--- config.mk ---
export PLATFORM = sky130hd
export DESIGN_NAME = rtc_bitbang_slave
export DESIGN_NICKNAME = d
export VERILOG_FILES = /design/src/rtl/rtc_bb_pkg.sv /design/src/rtl/rtc_bb_frame.sv /design/src/rtl/rtc_bb_store.sv /design/src/rtl/rtc_bb_time.sv /design/src/rtl/rtc_bitbang_slave.sv
export SDC_FILE = /design/constraint.sdc
export NUM_CORES = 1
export LEC_CHECK = 0
export ABC_AREA = 1
export BUFFER_PORTS_ARGS = -buffer_cell sky130_fd_sc_hd__buf_2
export CORE_ASPECT_RATIO = 1.25
export CORE_UTILIZATION = 30
export DETAILED_ROUTE_END_ITERATION = 7
export PLACE_DENSITY_LB_ADDON = 0.3
export SLEW_MARGIN = 15
export SYNTH_ARGS = -nofsm -noshare
export SYNTH_HDL_FRONTEND = slang
export SYNTH_SLANG_ARGS = --single-unit
--- constraint.sdc ---
create_clock -name clk -period 2.2 [get_ports clk]
set_clock_uncertainty 0.05 [all_clocks]
set_input_delay 0.44 -clock clk [delete_from_list [all_inputs] [get_ports clk]]
set_output_delay 0.44 -clock clk [all_outputs]
set_load 0.005 [all_outputs]
--- src/rtl/rtc_bb_pkg.sv ---
package rtc_bb_pkg;

   localparam int unsigned BYTE_W = 8;

   localparam logic [BYTE_W-1:0] OP_TIME_HI    = 8'h20;
   localparam logic [BYTE_W-1:0] OP_STATUS_RD  = 8'h30;
   localparam logic [BYTE_W-1:0] OP_CTRL_RD    = 8'h31;
   localparam logic [BYTE_W-1:0] OP_RAM_WR     = 8'h80;
   localparam logic [BYTE_W-1:0] OP_FLAG_CLEAR = 8'hB1;

   typedef enum logic [2:0] {
      SRC_HOST,
      SRC_RAM,
      SRC_TIME,
      SRC_STATUS,
      SRC_CTRL
   } rd_src_e;

   // power-on image of one parameter RAM byte
   function automatic logic [BYTE_W-1:0] ram_seed(input int unsigned idx);
      return BYTE_W'((idx * 43 + 23) % 256);
   endfunction

   // packed BCD of a binary value below 100
   function automatic logic [BYTE_W-1:0] to_bcd(input logic [6:0] v);
      return {4'(v / 7'd10), 4'(v % 7'd10)};
   endfunction

endpackage

--- src/rtl/rtc_bb_frame.sv ---
module rtc_bb_frame
   import rtc_bb_pkg::*;
#(
   parameter int unsigned CMD_W  = 8,
   parameter int unsigned DATA_W = 8,
   parameter int unsigned EN_BIT = 0,
   parameter int unsigned CK_BIT = 1,
   parameter int unsigned DT_BIT = 2
) (
   input  logic                        clk,
   input  logic                        rst_n,
   input  logic                        wr_en,
   input  logic [BYTE_W-1:0]           wr_byte,
   output logic [CMD_W-1:0]            cmd_q,
   output logic [DATA_W-1:0]           val_next,
   output logic [$clog2(DATA_W)-1:0]   slot_idx,
   output logic                        rd_slot,
   output logic                        done,
   output logic                        host_bit
);

   localparam int unsigned FRAME_LEN = CMD_W + DATA_W;
   localparam int unsigned PH_W      = $clog2(FRAME_LEN + 1);
   localparam int unsigned IX_W      = $clog2(DATA_W);

   if ((1 << IX_W) != DATA_W) begin : g_bad_data_w
      $error("DATA_W must be a power of two");
   end

   logic [PH_W-1:0]   phase_q;
   logic [DATA_W-1:0] val_q;
   logic              prev_ck_q;
   logic              en_in, ck_in;
   logic              fall, in_cmd;
   logic [PH_W-1:0]   off;

   assign en_in    = wr_byte[EN_BIT];
   assign ck_in    = wr_byte[CK_BIT];
   assign host_bit = wr_byte[DT_BIT];

   // falling clock step, frame open, not yet complete
   assign fall     = wr_en & en_in & prev_ck_q & ~ck_in &
                     (phase_q < PH_W'(FRAME_LEN));
   assign in_cmd   = phase_q < PH_W'(CMD_W);
   assign off      = phase_q - PH_W'(CMD_W);
   assign slot_idx = off[IX_W-1:0];
   assign rd_slot  = fall & ~in_cmd;
   assign done     = fall & (phase_q == PH_W'(FRAME_LEN - 1));
   assign val_next = {val_q[DATA_W-2:0], host_bit};

   logic unused_frame;
   assign unused_frame = ^{wr_byte, off};

   always_ff @(posedge clk or negedge rst_n) begin
      if (!rst_n) begin
         prev_ck_q <= 1'b0;
         phase_q   <= '0;
         cmd_q     <= '0;
         val_q     <= '0;
      end else if (wr_en) begin
         prev_ck_q <= ck_in;
         if (!en_in) begin
            phase_q <= '0;
            cmd_q   <= '0;
            val_q   <= '0;
         end else if (fall) begin
            if (in_cmd) begin
               cmd_q <= {cmd_q[CMD_W-2:0], host_bit};
            end else begin
               val_q <= val_next;
            end
            phase_q <= phase_q + 1'b1;
         end
      end
   end

   assert_phase_cap_R3 : assert property (@(posedge clk) disable iff (!rst_n)
      phase_q <= PH_W'(FRAME_LEN));

   assert_abort_clears_R4 : assert property (@(posedge clk) disable iff (!rst_n)
      (wr_en && !wr_byte[EN_BIT]) |=> (phase_q == '0 && cmd_q == '0 && val_q == '0));

   assert_idle_hold_R2 : assert property (@(posedge clk) disable iff (!rst_n)
      !wr_en |=> ($stable(phase_q) && $stable(cmd_q) && $stable(val_q)));

endmodule

--- src/rtl/rtc_bb_store.sv ---
module rtc_bb_store
   import rtc_bb_pkg::*;
#(
   parameter int unsigned   RAM_WORDS      = 32,
   parameter int unsigned   CMD_W          = 8,
   parameter int unsigned   DATA_W         = 8,
   parameter logic [7:0]    STATUS_INIT    = 8'h90,
   parameter logic [7:0]    CLEAR_MASK     = 8'h18,
   parameter int unsigned   CLEAR_TRIG_BIT = 2
) (
   input  logic              clk,
   input  logic              rst_n,
   input  logic              done,
   input  logic [CMD_W-1:0]  cmd,
   input  logic [DATA_W-1:0] val_next,
   output logic [DATA_W-1:0] rd_word,
   output logic [DATA_W-1:0] status_q,
   output logic              clear_hit
);

   localparam int unsigned AW = $clog2(RAM_WORDS);

   if (CLEAR_TRIG_BIT >= DATA_W) begin : g_bad_trig
      $error("CLEAR_TRIG_BIT outside data byte");
   end

   logic [DATA_W-1:0] mem_q [RAM_WORDS];
   logic              wr_hit;
   logic [CMD_W-1:0]  wr_off;

   assign wr_off    = cmd - CMD_W'(OP_RAM_WR);
   assign wr_hit    = done && (cmd >= CMD_W'(OP_RAM_WR)) &&
                      (cmd < CMD_W'(OP_RAM_WR) + CMD_W'(RAM_WORDS));
   assign clear_hit = done && (cmd == CMD_W'(OP_FLAG_CLEAR)) && val_next[CLEAR_TRIG_BIT];
   assign rd_word   = mem_q[cmd[AW-1:0]];

   logic unused_store;
   assign unused_store = ^wr_off;

   always_ff @(posedge clk or negedge rst_n) begin
      if (!rst_n) begin
         for (int i = 0; i < RAM_WORDS; i++) begin
            mem_q[i] <= DATA_W'(ram_seed(i));
         end
      end else if (wr_hit) begin
         mem_q[wr_off[AW-1:0]] <= val_next;
      end
   end

   always_ff @(posedge clk or negedge rst_n) begin
      if (!rst_n) begin
         status_q <= DATA_W'(STATUS_INIT);
      end else if (clear_hit) begin
         status_q <= status_q & ~DATA_W'(CLEAR_MASK);
      end
   end

   assert_flags_never_set_R9 : assert property (@(posedge clk) disable iff (!rst_n)
      ((status_q & DATA_W'(CLEAR_MASK)) & ~($past(status_q) & DATA_W'(CLEAR_MASK))) == '0);

   assert_ram_only_on_done_R8 : assert property (@(posedge clk) disable iff (!rst_n)
      !done |=> $stable(mem_q[0]));

endmodule

--- src/rtl/rtc_bb_time.sv ---
module rtc_bb_time
   import rtc_bb_pkg::*;
#(
   parameter int unsigned SEC_W  = 6,
   parameter int unsigned MIN_W  = 6,
   parameter int unsigned HOUR_W = 5,
   parameter int unsigned DAY_W  = 5,
   parameter int unsigned MON_W  = 4,
   parameter int unsigned YEAR_W = 7
) (
   input  logic [SEC_W-1:0]  tm_sec,
   input  logic [MIN_W-1:0]  tm_min,
   input  logic [HOUR_W-1:0] tm_hour,
   input  logic [DAY_W-1:0]  tm_mday,
   input  logic [MON_W-1:0]  tm_month,
   input  logic [YEAR_W-1:0] tm_year,
   input  logic [3:0]        sel,
   output logic [BYTE_W-1:0] bcd_out
);

   if (SEC_W > 7 || MIN_W > 7 || HOUR_W > 7 || DAY_W > 7 || MON_W > 7 || YEAR_W > 7)
   begin : g_bad_width
      $error("time fields must fit in 7 bits");
   end

   logic [BYTE_W-1:0] slot [16];

   for (genvar k = 0; k < 16; k++) begin : g_slot
      if (k == 0) begin : g_sec
         assign slot[k] = to_bcd(7'(tm_sec));
      end else if (k == 1) begin : g_min
         assign slot[k] = to_bcd(7'(tm_min));
      end else if (k == 2) begin : g_hour
         assign slot[k] = to_bcd(7'(tm_hour));
      end else if (k == 4) begin : g_day
         assign slot[k] = to_bcd(7'(tm_mday));
      end else if (k == 5) begin : g_mon
         assign slot[k] = to_bcd(7'(tm_month));
      end else if (k == 6) begin : g_year
         assign slot[k] = to_bcd(7'(tm_year));
      end else begin : g_zero
         assign slot[k] = '0;
      end
   end

   assign bcd_out = slot[sel];

endmodule

--- src/rtl/rtc_bitbang_slave.sv ---
module rtc_bitbang_slave
   import rtc_bb_pkg::*;
#(
   parameter int unsigned RAM_WORDS      = 32,
   parameter logic [7:0]  STATUS_INIT    = 8'h90,
   parameter logic [7:0]  CTRL_INIT      = 8'h00,
   parameter logic [7:0]  CLEAR_MASK     = 8'h18,
   parameter int unsigned CLEAR_TRIG_BIT = 2,
   parameter int unsigned EN_BIT         = 0,
   parameter int unsigned CK_BIT         = 1,
   parameter int unsigned DT_BIT         = 2
) (
   input  logic       clk,
   input  logic       rst_n,
   input  logic       wr_en,
   input  logic [7:0] wr_byte,
   input  logic [5:0] tm_sec,
   input  logic [5:0] tm_min,
   input  logic [4:0] tm_hour,
   input  logic [4:0] tm_mday,
   input  logic [3:0] tm_month,
   input  logic [6:0] tm_year,
   output logic       rd_bit,
   output logic       irq_clr
);

   localparam int unsigned CMD_W  = BYTE_W;
   localparam int unsigned DATA_W = BYTE_W;
   localparam int unsigned IX_W   = $clog2(DATA_W);

   if (EN_BIT == CK_BIT || EN_BIT == DT_BIT || CK_BIT == DT_BIT ||
       EN_BIT >= BYTE_W || CK_BIT >= BYTE_W || DT_BIT >= BYTE_W) begin : g_bad_pins
      $error("control bit positions must be distinct and inside the byte");
   end
   if (RAM_WORDS < 2 || RAM_WORDS > 32 || (RAM_WORDS & (RAM_WORDS - 1)) != 0) begin : g_bad_ram
      $error("RAM_WORDS must be a power of two from 2 to 32");
   end

   logic [CMD_W-1:0]  cmd_q;
   logic [DATA_W-1:0] val_next;
   logic [IX_W-1:0]   slot_idx;
   logic              rd_slot, done, host_bit;
   logic [DATA_W-1:0] ram_word, status_q, time_byte;
   logic              clear_hit;
   rd_src_e           src;
   logic [DATA_W-1:0] src_byte;
   logic              rd_q, irq_q;

   rtc_bb_frame #(
      .CMD_W  (CMD_W),
      .DATA_W (DATA_W),
      .EN_BIT (EN_BIT),
      .CK_BIT (CK_BIT),
      .DT_BIT (DT_BIT)
   ) u_frame (
      .clk      (clk),
      .rst_n    (rst_n),
      .wr_en    (wr_en),
      .wr_byte  (wr_byte),
      .cmd_q    (cmd_q),
      .val_next (val_next),
      .slot_idx (slot_idx),
      .rd_slot  (rd_slot),
      .done     (done),
      .host_bit (host_bit)
   );

   rtc_bb_store #(
      .RAM_WORDS      (RAM_WORDS),
      .CMD_W          (CMD_W),
      .DATA_W         (DATA_W),
      .STATUS_INIT    (STATUS_INIT),
      .CLEAR_MASK     (CLEAR_MASK),
      .CLEAR_TRIG_BIT (CLEAR_TRIG_BIT)
   ) u_store (
      .clk       (clk),
      .rst_n     (rst_n),
      .done      (done),
      .cmd       (cmd_q),
      .val_next  (val_next),
      .rd_word   (ram_word),
      .status_q  (status_q),
      .clear_hit (clear_hit)
   );

   rtc_bb_time u_time (
      .tm_sec   (tm_sec),
      .tm_min   (tm_min),
      .tm_hour  (tm_hour),
      .tm_mday  (tm_mday),
      .tm_month (tm_month),
      .tm_year  (tm_year),
      .sel      (cmd_q[3:0]),
      .bcd_out  (time_byte)
   );

   // command class decode for the read half of a frame
   always_comb begin
      if (cmd_q < CMD_W'(RAM_WORDS)) begin
         src = SRC_RAM;
      end else if (cmd_q[CMD_W-1:4] == OP_TIME_HI[CMD_W-1:4]) begin
         src = SRC_TIME;
      end else if (cmd_q == OP_STATUS_RD) begin
         src = SRC_STATUS;
      end else if (cmd_q == OP_CTRL_RD) begin
         src = SRC_CTRL;
      end else begin
         src = SRC_HOST;
      end
   end

   always_comb begin
      unique case (src)
         SRC_RAM:    src_byte = ram_word;
         SRC_TIME:   src_byte = time_byte;
         SRC_STATUS: src_byte = status_q;
         SRC_CTRL:   src_byte = DATA_W'(CTRL_INIT);
         default:    src_byte = '0;
      endcase
   end

   always_ff @(posedge clk or negedge rst_n) begin
      if (!rst_n) begin
         rd_q  <= 1'b0;
         irq_q <= 1'b0;
      end else begin
         irq_q <= clear_hit;
         if (wr_en) begin
            if (rd_slot && src != SRC_HOST) begin
               rd_q <= src_byte[IX_W'(DATA_W - 1) - slot_idx];
            end else begin
               rd_q <= host_bit;
            end
         end
      end
   end

   assign rd_bit  = rd_q;
   assign irq_clr = irq_q;

   assert_single_pulse_R9 : assert property (@(posedge clk) disable iff (!rst_n)
      irq_clr |=> !irq_clr);

   assert_pulse_after_clear_R9 : assert property (@(posedge clk) disable iff (!rst_n)
      irq_clr |-> ((status_q & DATA_W'(CLEAR_MASK)) == '0));

   assert_quiet_hold_R11 : assert property (@(posedge clk) disable iff (!rst_n)
      !wr_en |=> $stable(rd_bit));

endmodule

==> qor.yml, run 1 <==
outcome: "finished, violations left"
violations: "setup timing"
overflow: 0
crit_path_max_fanout: 10
worst_hold_startpoint: "wr_byte[1]"
rsz0062_at_grt: "true"
core_um2: 44300
r2r_start: "u_frame.cmd_q[0]"
max_stage_delay_ns: 0.44
peakVddDrop_mv: 0.562
fillers: 4187
grt_pass1_vias: 12100
final.period_utilization_pct: 122
setup_slack_ns: -0.475
ys_seq_elements: 280
endpoint_kind: "flip-flop"
fp.dieH_um: 240
critPathArrivalTime_ns: 3.08
io_buffers: 40
cp_common_cell: "nand2_1"
hp-class: "in -> reg"
dp_cells: 2340
drtAntennaViolNets: 0
r2r_cells: 18
drive_gt1_share_pct: 48.3
clock.fmax_mhz: 374
die_x_um: 192
path_cells: "inv_4 -> nand2_4 -> inv_6 -> buf_4 -> buf_4 -> a22oi_1 -> nand2_1 -> nand2_2 -> nand4_1 -> nor4_2 -> buf_4 -> o221ai_1 -> nand3_1 -> nand2_1 -> nand2_1 -> nand2_1 -> nand2_1 -> nand2_1"
slew_headroom_pct: 59.0
final_net_count: 1902
report.final.slew_viol_count: 0
drt_iter0_drc: 793
syn_to_final_growth_pct: 46.3
cp_num_buf_inv: 5
hold_viol: 0
min_to: "u_frame.prev_ck_q"
wl_per_cell_um: 18.6
dpl-instance-area_um2: 16200
syn_nets: 1657
numCtsBuffers: 28
yosys_warnings: 0
setup_viol: 94
layout_commonest_cell: "nand2_1"
crit_type: "reg -> reg"
htreeDepth: 1
antenna_cells: 0
multi_input_area_um2: 7600
dr_total_vias: 12800
antenna_found_initial: 0
cp-start-kind: "flip-flop"
seq_area_um2: 7170
postLayoutCoreUtil_pct: 44.8
cts_tree: "yes"
avgSynthCellArea_um2: 8.48
ys_seq_area_share_pct: 52.8
clock-sinks: 280
power-per-cell-area_nw_per_um2: 591
dr.pass1.iters: 7
pin_count: 46
hold-path-cell-count: 3
wirelength_um: 45400
worst_skew_pair.late_latency_ns: 0.57
grt_usage_pct: 18.1
fp-row-count: 86
synth_cells: 1602
final_cell_mix: "249 x nand2_1, 164 x buf_4, 149 x dfrtp_1, 137 x nand2_2, 129 x dfstp_2"
r2r_end: "rd_bit"
drv_cap: 0
cts-root-buf: "clkbuf_16"
die_area_um2: 46100
grt_max_degree: 55
grt_pass1_wl_um: 66400
dp_slack_ns: -0.755
instances_no_fill: 2440
dp_hpwl_um: 28300
drc_errors: 0
routed_via_density: 5.23
clk_pin_slew_ns: 0.06
tightest_slew_ns: 0.615
leakage_nw: 8.35
fin_area_um2: 19900
place_congestion: 0.867
yosysUniqueCellTypes: 44
crit_family: "simple AND/OR/NAND/NOR gates"
initial_core_util_pct: 30.6
ctsLongestPathBuffers: 3
r2r_slack_ns: -0.48
cp.required_ns: 2.60
slowest_stage: "dfrtp_2"
synth.cell_area_um2: 13600
fin_crit_ns: 2.68
worst reg2reg max path, cell delays in order, from the launching register on:
cell,delay (ns)
dfrtp_2,0.44
inv_4,0.07
nand2_4,0.09
inv_6,0.07
buf_4,0.20
buf_4,0.18
a22oi_1,0.17
nand2_1,0.15
nand2_2,0.11
nand4_1,0.14
nor4_2,0.25
buf_4,0.18
o221ai_1,0.10
nand3_1,0.10
nand2_1,0.06
nand2_1,0.05
nand2_1,0.05
nand2_1,0.06
nand2_1,0.04
synthesized netlist by cell type, drive strengths merged:
| master | number | area (um^2) |
|---|---|---|
| a21o | 2 | 15.0 |
| o211ai | 5 | 37.5 |
| inv | 86 | 323 |
| nand3b | 5 | 37.5 |
| a31oi | 1 | 6.26 |
| o21ai | 298 | 1490 |
| o22ai | 3 | 18.8 |
| ha | 11 | 138 |
| o311ai | 1 | 8.76 |
| nor3 | 12 | 60.1 |
| dfrtp | 151 | 3780 |
| a32oi | 1 | 8.76 |
| buf | 29 | 168 |
| a211oi | 3 | 22.5 |
| o221ai | 3 | 26.3 |
| o21a | 2 | 15.0 |
| xor2 | 2 | 17.5 |
| nand3 | 48 | 260 |
| a22o | 6 | 52.6 |
| a21boi | 11 | 82.6 |
| mux2 | 1 | 11.3 |
| a221oi | 2 | 17.5 |
| nor2 | 59 | 229 |
| a21oi | 29 | 145 |
| o31ai | 1 | 7.51 |
| clkbuf | 66 | 248 |
| or2 | 3 | 18.8 |
| nor4 | 10 | 62.6 |
| nand4 | 17 | 113 |
| a22oi | 128 | 961 |
| nand2 | 474 | 1780 |
| dfstp | 129 | 3390 |
| nor4b | 2 | 17.5 |
| a221o | 1 | 10.0 |
state kept, by name (all words and copies together) (netlist names):
signal,cells
u_store.mem_q,256
u_frame.prev_ck_q,1
u_frame.val_q,7
u_frame.phase_q,5
irq_clr,1
u_frame.cmd_q,8
u_store.status_q,1
rd_bit,1
where the power goes:
part           switching [W]  internal (W)
clock network        0.00202       0.00262
registers          0.0000259       0.00518
logic                0.00113      0.000755
total                0.00318       0.00856
what timing repair did:
item | in CTS | in global routing
buffers inserted | 1 | 21
endpoints found under the hold margin | 26 | 0
pin swaps | 7 | 34
resized for setup | 60 | 783
hold buffers | 1 | 0
endpoints found under the setup margin | 227 | 257
gates cloned | 2 | 27
logic make-up after synthesis:
kind of cell    Yosys count  share of synthesized area [%]
simple gates            630                           19.0
compound gates          497                           21.5
flops                   280                           52.8
buf+inv                 181                           5.44
fa+ha+maj                11                           1.01
xor+xnor                  2                          0.129
mux                       1                         0.0829
per-stage QoR:
step	hold slack, ns	TNS [ns]	total power [W]
global placement	0.357	-19.11	0.00691
CTS	0.0608	-5.14	0.0116
global route	0.0896	-27.18	0.0122
floorplan	0.0944	-0.277	0.00601
detailed placement	0.365	-18.86	0.00693
finish	0.0785	-4.36	0.0117
area by class of cell:
cell class | instances | share of cell area, %
well taps | 572 | 3.60
inverters | 86 | 1.69
clock inverters | 4 | 0.101
clock buffers | 47 | 4.29
multi-input cells | 1142 | 38.3
repair buffers | 309 | 16.0
flip-flops and latches | 280 | 36.1
layer usage:
layer | vias up | part of all wire (%) | global-route usage, %
met5 | - | 0 | 0
met4 | 0 | 3.0 | 5.18
met3 | 72 | 3.3 | 1.47
met2 | 272 | 52 | 32.4
met1 | 6406 | 42 | 23.2
li1 | 6015 | - | -
worst max path at each step:
stage	to	start	slack, ns	cells past startpoint
after detailed placement	rd_bit	tm_sec[3]	-0.75	22
after floorplan	rd_bit	tm_hour[3]	-0.28	25
after CTS	rd_bit	u_frame.cmd_q[1]	-0.38	18
after global placement	rd_bit	tm_sec[3]	-0.69	22
final	rd_bit	u_frame.cmd_q[0]	-0.48	18
after global routing	rd_bit	u_frame.cmd_q[0]	-0.65	18
No activity file was read; power rests on OpenSTA's default activity.
==> run 2: changes to the inputs <==
- CTS_BUF_LIST: unset -> sky130_fd_sc_hd__clkbuf_8
==> run 2 against run 1 <==
Effect of this change:
- the flow still finishes with violations (setup timing)
- combinational power about the same
- flip-flop and latch count unchanged
- core utilization decreased by 0.50 points
- critical path depth unchanged
- die area unchanged
- largest power group unchanged
- global-route usage increased by 0.25 points
- design area decreased by 1.1%
- wire length increased by 0.49%
- count of clock-buffer cells in the layout increased by 3
- register-to-register slack got worse by 0.04 ns
- clock power decreased by 6.0%
- final cell count increased by 1.5%
==> qor.yml, run 2 (synthesis gave the netlist of run 1 again) <==
syn_to_final_growth_pct: 44.7
r2r_start: "u_frame.cmd_q[1]"
cp.required_ns: 2.62  # +0.02 ns
hold-path-cell-count: 3  # unchanged
power.share.combinational_pct: 16.2  # +0.2 points
htreeDepth: 2  # +1
clkPwrFrac_pct: 38.2  # -1.4 points
antenna_found_initial: 1  # +1
cts_tree: "yes"
worst_hold_startpoint: "wr_byte[1]"
max_stage_delay_ns: 0.43  # about the same
r2r_cells: 18  # unchanged
cp_common_cell: "nand2_1"
power-per-cell-area_nw_per_um2: 581  # -1.6%
initial_core_util_pct: 30.6  # unchanged
pin_count: 46  # unchanged
largest_reg_flops: 256  # unchanged
final.period_utilization_pct: 123  # +1.7 points
endpoint_kind: "flip-flop"
die_area_um2: 46100  # unchanged
grt_pass1_vias: 12100  # +0.68%
swShare_pct: 28.7  # +1.7 points
fp-row-count: 86  # unchanged
grt_max_degree: 55  # unchanged
wl_per_cell_um: 18.4  # -0.97%
ctsLongestPathBuffers: 3  # unchanged
final_cell_mix: "271 x nand2_1, 167 x buf_4, 148 x dfrtp_1, 129 x dfstp_2, 122 x o21ai_1"
outcome: "finished, violations left"
critPathArrivalTime_ns: 3.13  # +0.05 ns
violations: "setup timing"
drv_cap: 0  # unchanged
rsz0062_at_grt: "true"
overflow: 0  # unchanged
wirelength_um: 45600  # +0.49%
drtAntennaViolNets: 0  # unchanged
worst_skew_pair.late_latency_ns: 0.59  # +0.02 ns
drt_iter0_drc: 836  # +5.4%
tightest_slew_ns: 0.619  # +0.00419 ns
min_to: "u_frame.prev_ck_q"
power_w: 0.0114  # -2.7%
core_um2: 44300  # unchanged
clock-sinks: 280  # unchanged
report.final.slew_viol_count: 0  # unchanged
numCtsBuffers: 46  # +64%
peakVddDrop_mv: 0.339  # -40%
crit_path_max_fanout: 5  # -5
slowest_stage: "dfrtp_2"
p_int_w: 0.00814  # -4.9%
setup_viol: 62  # -34%
slew_headroom_pct: 58.6  # -0.43 points
dp_cells: 2340  # unchanged
hold_viol: 0  # unchanged
fp.dieH_um: 240  # unchanged
worstSetupStartpoint: "u_frame.cmd_q[1]"
path_cells: "buf_6 -> nor2_4 -> buf_4 -> clkbuf_16 -> a22oi_1 -> nand2_1 -> a22o_1 -> nor4_1 -> buf_4 -> nand3_1 -> a21oi_1 -> a21oi_1 -> nand2_1 -> nand2_1 -> nand2_1 -> nand2_1 -> nand2_1 -> nand2_1"
drc_errors: 0  # unchanged
place_congestion: 0.867  # unchanged
clock.fmax_mhz: 369  # -1.4%
top_register: "u_store.mem_q"
routed_via_density: 5.18  # -0.94%
leakage_nw: 8.42  # +0.88%
crit_type: "reg -> reg"
reg_top3: "u_store.mem_q x256, u_frame.cmd_q x8, u_frame.val_q x7"
pwr-share-seq_pct: 45.6  # +1.2 points
dr.pass1.iters: 5  # -2
cts-root-buf: "clkbuf_8"
setup_slack_ns: -0.512  # -0.0370 ns
die_x_um: 192  # unchanged
instances_no_fill: 2476  # +1.5%
io_buffers: 40  # unchanged
dp_hpwl_um: 28300  # unchanged
fin_crit_ns: 2.71  # +0.0370 ns
drive_gt1_share_pct: 46.0  # -2.3 points
hp-class: "in -> reg"
layout_commonest_cell: "nand2_1"
final_net_count: 1921  # +1.0%
dr_total_vias: 12800  # +0.52%
p_sw_w: 0.00328  # +3.3%
grt_pass1_wl_um: 66900  # +0.81%
r2r_end: "rd_bit"
grt_usage_pct: 18.4  # +0.25 points
cp-start-kind: "flip-flop"
r2r_slack_ns: -0.51  # -0.04 ns
clk_pin_slew_ns: 0.06  # about the same
## run 2: cell types whose count changed in the layout (fill, tap and decap cells not counted), sizes merged
cell | previous run | this run
diode | 0 | 1
clkbuf | 57 | 61
clkinvlp | 0 | 1
bufinv | 0 | 1
buf | 297 | 298
inv | 86 | 115
nand2 | 475 | 474
## run 2: power groups by stage
stage | sequential [W] | clock (W) | combinational, W
6_report | 0.00521 | 0.00436 | 0.00185
3_5_place_dp | 0.00529 | 0 | 0.00164
4_1_cts | 0.00521 | 0.00448 | 0.00170
2_1_floorplan | 0.00529 | 0 | 0.000727
5_1_grt | 0.00521 | 0.00472 | 0.00200
3_3_place_gp | 0.00529 | 0 | 0.00162
## run 2: layout make-up
cell class | instances | area (um^2)
inverters | 86 | 330
multi-input cells | 1141 | 7370
well taps | 572 | 716
diodes | 1 | 2.50
repair buffers | 311 | 3190
clock buffers | 50 | 688
fillers | 4252 | 24700
flip-flops and latches | 280 | 7170
clock inverters | 35 | 178
## run 2: stage by stage
step	TNS (ns)	hold WS [ns]	setup slack (ns)	instance area, um^2	util (%)
CTS	-4.66	0.0396	-0.383	17300	39.0
finish	-2.45	0.0605	-0.512	19600	44.3
floorplan	-0.277	0.0944	-0.277	13700	-
global placement	-19.11	0.357	-0.690	16200	36.6
global route	-21.67	0.0686	-0.628	19600	44.3
detailed placement	-18.86	0.365	-0.755	16200	36.6
## run 2: worst max path at each step
stage,endpoint
global route,rd_bit
CTS,rd_bit
finish,rd_bit
floorplan,rd_bit
global placement,rd_bit
detailed placement,rd_bit
## run 2: critical path, delay by kind of cell, from the launching register on
kind                   cells  cell delay (ns)
buffers and inverters      4             0.64
flip-flops                 1             0.43
AO/OA/AOI/OAI              4             0.69
AND/OR/NAND/NOR           10             0.79
## run 2: routing by layer
layer,routed length (um),vias to the layer above,share of wire (%),track usage [%]
met5,0,-,0,0
met4,1170,0,2.6,5.46
met3,1570,75,3.5,1.94
met2,24000,264,53,32.9
met1,18800,6411,41,23.1
li1,-,6081,-,-
## run 2: repair_timing
item,CTS,global route
hold endpoints to repair,26,0
setup buffers,1,19
setup endpoints to repair,224,257
pin swaps,5,27
resized for setup,39,744
hold buffers,1,0
gates cloned,1,29
==> run 3: changes to the inputs <==
- CAP_MARGIN: unset -> 20
- clock period: 2.2 -> 3.4 ns (I/O delays scaled with it)
==> run 3 against run 2 <==
Effect of this change:
- the run now ends clean
- final cell count decreased by 7.1%
- critical path depth decreased by 2
- wire length shrank 13%
- largest cell class is now flip-flops and latches
- critical path type unchanged
- worst setup slack gained 0.69 ns
- combinational power decreased by 52%
- flip-flop and latch count unchanged
- core utilization down 8.3 points
==> qor.yml, run 3 (synthesis gave the netlist of run 1 again) <==
largest_reg_flops: 256  # unchanged
tns_ns: 0  # +2.45 ns
die_area_um2: 46100  # unchanged
die_x_um: 192  # unchanged
drt_iter0_drc: 956  # +14%
r2r_start: "u_frame.cmd_q[1]"
grt_pass1_vias: 11200  # -7.6%
report.final.slew_viol_count: 0  # unchanged
pin_count: 46  # unchanged
endpoint: "rd_bit"
drive_gt1_share_pct: 20.2  # -26 points
power-per-cell-area_nw_per_um2: 455  # -22%
initial_core_util_pct: 30.6  # unchanged
grt_usage_pct: 17.3  # -1.1 points
leakage_nw: 6.78  # -19%
seq_area_um2: 7170  # about the same
tightest_slew_ns: 0.928  # +0.308 ns
cp.required_ns: 3.82  # +1.20 ns
rsz0062_at_grt: "false"
r2r_end: "rd_bit"
met2_wirelength_um: 19500  # -19%
top_register: "u_store.mem_q"
numCtsBuffers: 45  # -2.2%
multi_input_area_um2: 5700  # -23%
cp-start-kind: "flip-flop"
peakVddDrop_mv: 0.383  # +13%
dr_total_vias: 11700  # -9.0%
drtAntennaViolNets: 0  # unchanged
critPathArrivalTime_ns: 3.64  # +0.51 ns
reg_top3: "u_store.mem_q x256, u_frame.cmd_q x8, u_frame.val_q x7"
postLayoutCoreUtil_pct: 36.0  # -8.3 points
crit_type: "reg -> reg"
place_congestion: 0.836  # -3.6%
wirelength_um: 39900  # -13%
final_cell_mix: "472 x nand2_1, 292 x o21ai_0, 150 x dfrtp_1, 129 x dfstp_2, 128 x a22oi_1"
io_buffers: 40  # unchanged
worstSetupStartpoint: "u_frame.cmd_q[1]"
setup_viol: 0  # -100%
clock-sinks: 280  # unchanged
fin_crit_ns: 3.22  # +0.512 ns
fp.dieH_um: 240  # unchanged
r2r_slack_ns: 0.18  # +0.69 ns
core_um2: 44300  # unchanged
wl_met3_um: 1640  # +4.4%
dr.pass1.iters: 5  # unchanged
m1WireLength_um: 17400  # -7.4%
final_net_count: 1744  # -9.2%
endpoint_kind: "flip-flop"
top_layer_used: "met4"
outcome: "completed"
dp_hpwl_um: 26300  # -6.9%
htreeDepth: 2  # unchanged
layout_commonest_cell: "nand2_1"
r2r_cells: 16  # -2
cts_tree: "yes"
drv_cap: 0  # unchanged
fillers: 4583  # +7.8%
wl_per_cell_um: 17.3  # -5.8%
ctsLongestPathBuffers: 3  # unchanged
antenna_found_initial: 1  # unchanged
fp-row-count: 86  # unchanged
routed_via_density: 5.08  # -2.0%
hold_buffers: 0  # -1
hold_viol: 0  # unchanged
clk_pin_slew_ns: 0.06  # about the same
cts-root-buf: "clkbuf_8"
overflow: 0  # unchanged
grt_pass1_wl_um: 62200  # -7.0%
syn_to_final_growth_pct: 17.4
final.period_utilization_pct: 94.8  # -28 points
clock.fmax_mhz: 310  # -16%
crit_path_max_fanout: 11  # +6
worst_skew_pair.late_latency_ns: 0.58  # about the same
cts_resized: 0  # -100%
drc_errors: 0  # unchanged
slew_headroom_pct: 38.1  # -20 points
hp-class: "in -> async"
cts_setup_buffers: 0  # -1
grt_max_degree: 96  # +75%
run 3: cell types whose count changed in the layout (fill, tap and decap cells not counted), sizes merged, moves of 2 or more:
cell / previous run / this run
nor2: 59 / 61
clkinv: 4 / 2
inv: 115 / 108
clkbuf: 61 / 57
buf: 298 / 133
run 3: how the worst min path moves through the flow:
stage | from | endpoint | slack, ns | depth (start not counted)
after floorplan | rst_n | irq_clr | 0.33 | 0
after global placement | u_store.status_q[4] | u_store.status_q[4] | 0.39 | 2
after detailed placement | u_store.status_q[4] | u_store.status_q[4] | 0.39 | 2
after CTS | rst_n | u_store.mem_q[109] | 0.1 | 1
after global routing | rst_n | u_store.mem_q[109] | 0.12 | 1
final | rst_n | u_store.mem_q[101] | 0.06 | 1
run 3: worst max-delay path: stages (launching register included):
cell and delay, ns:
dfrtp_1 0.74, nor2_4 0.29, buf_4 0.27, a22oi_1 0.20, a21oi_1 0.15, a21o_1 0.18, nor4_1 0.27, buf_4 0.21
nand3_1 0.13, a21oi_1 0.16, nand2_1 0.08, nand3_1 0.06, nand2_1 0.09, nand2_1 0.07, nand2_1 0.07, nand2_1 0.07
nand2_1 0.05
run 3: power breakdown:
group | internal, W | switching (W) | leakage [nW] | total (W)
clock network | 0.00166 | 0.00134 | 0.563 | 0.00299
registers | 0.00335 | 0.0000280 | 3.43 | 0.00338
logic | 0.000270 | 0.000616 | 2.79 | 0.000886
total | 0.00528 | 0.00198 | 6.78 | 0.00726
run 3: layer usage:
metal | vias to the layer above | global-route usage, %
li1 | 5666 | -
met1 | 5628 | 21.9
met2 | 308 | 29.4
met3 | 75 | 2.16
met4 | 0 | 7.06
met5 | - | 0
run 3: layout make-up:
type | instances | area share (%)
Inverter | 86 | 2.02
Clock buffer | 57 | 4.92
Antenna cell | 1 | 0.0157
Timing Repair Buffer | 133 | 6.87
Tap cell | 572 | 4.49
Multi-Input combinational cell | 1143 | 35.7
Sequential cell | 280 | 44.9
Clock inverter | 27 | 1.00
run 3: through the flow:
step                std cells  setup WS, ns  instance area (um^2)  hold WS, ns  total power [W]
finish                   2299         0.176                 16000       0.0639          0.00726
global route             2299      0.000409                 16000        0.118          0.00758
CTS                      2292        0.0991                 15800       0.0974          0.00733
detailed placement       2208        0.0903                 14900        0.392          0.00429
global placement         2207         0.107                 14900        0.390          0.00428
floorplan                1602         0.524                 13600        0.334          0.00388
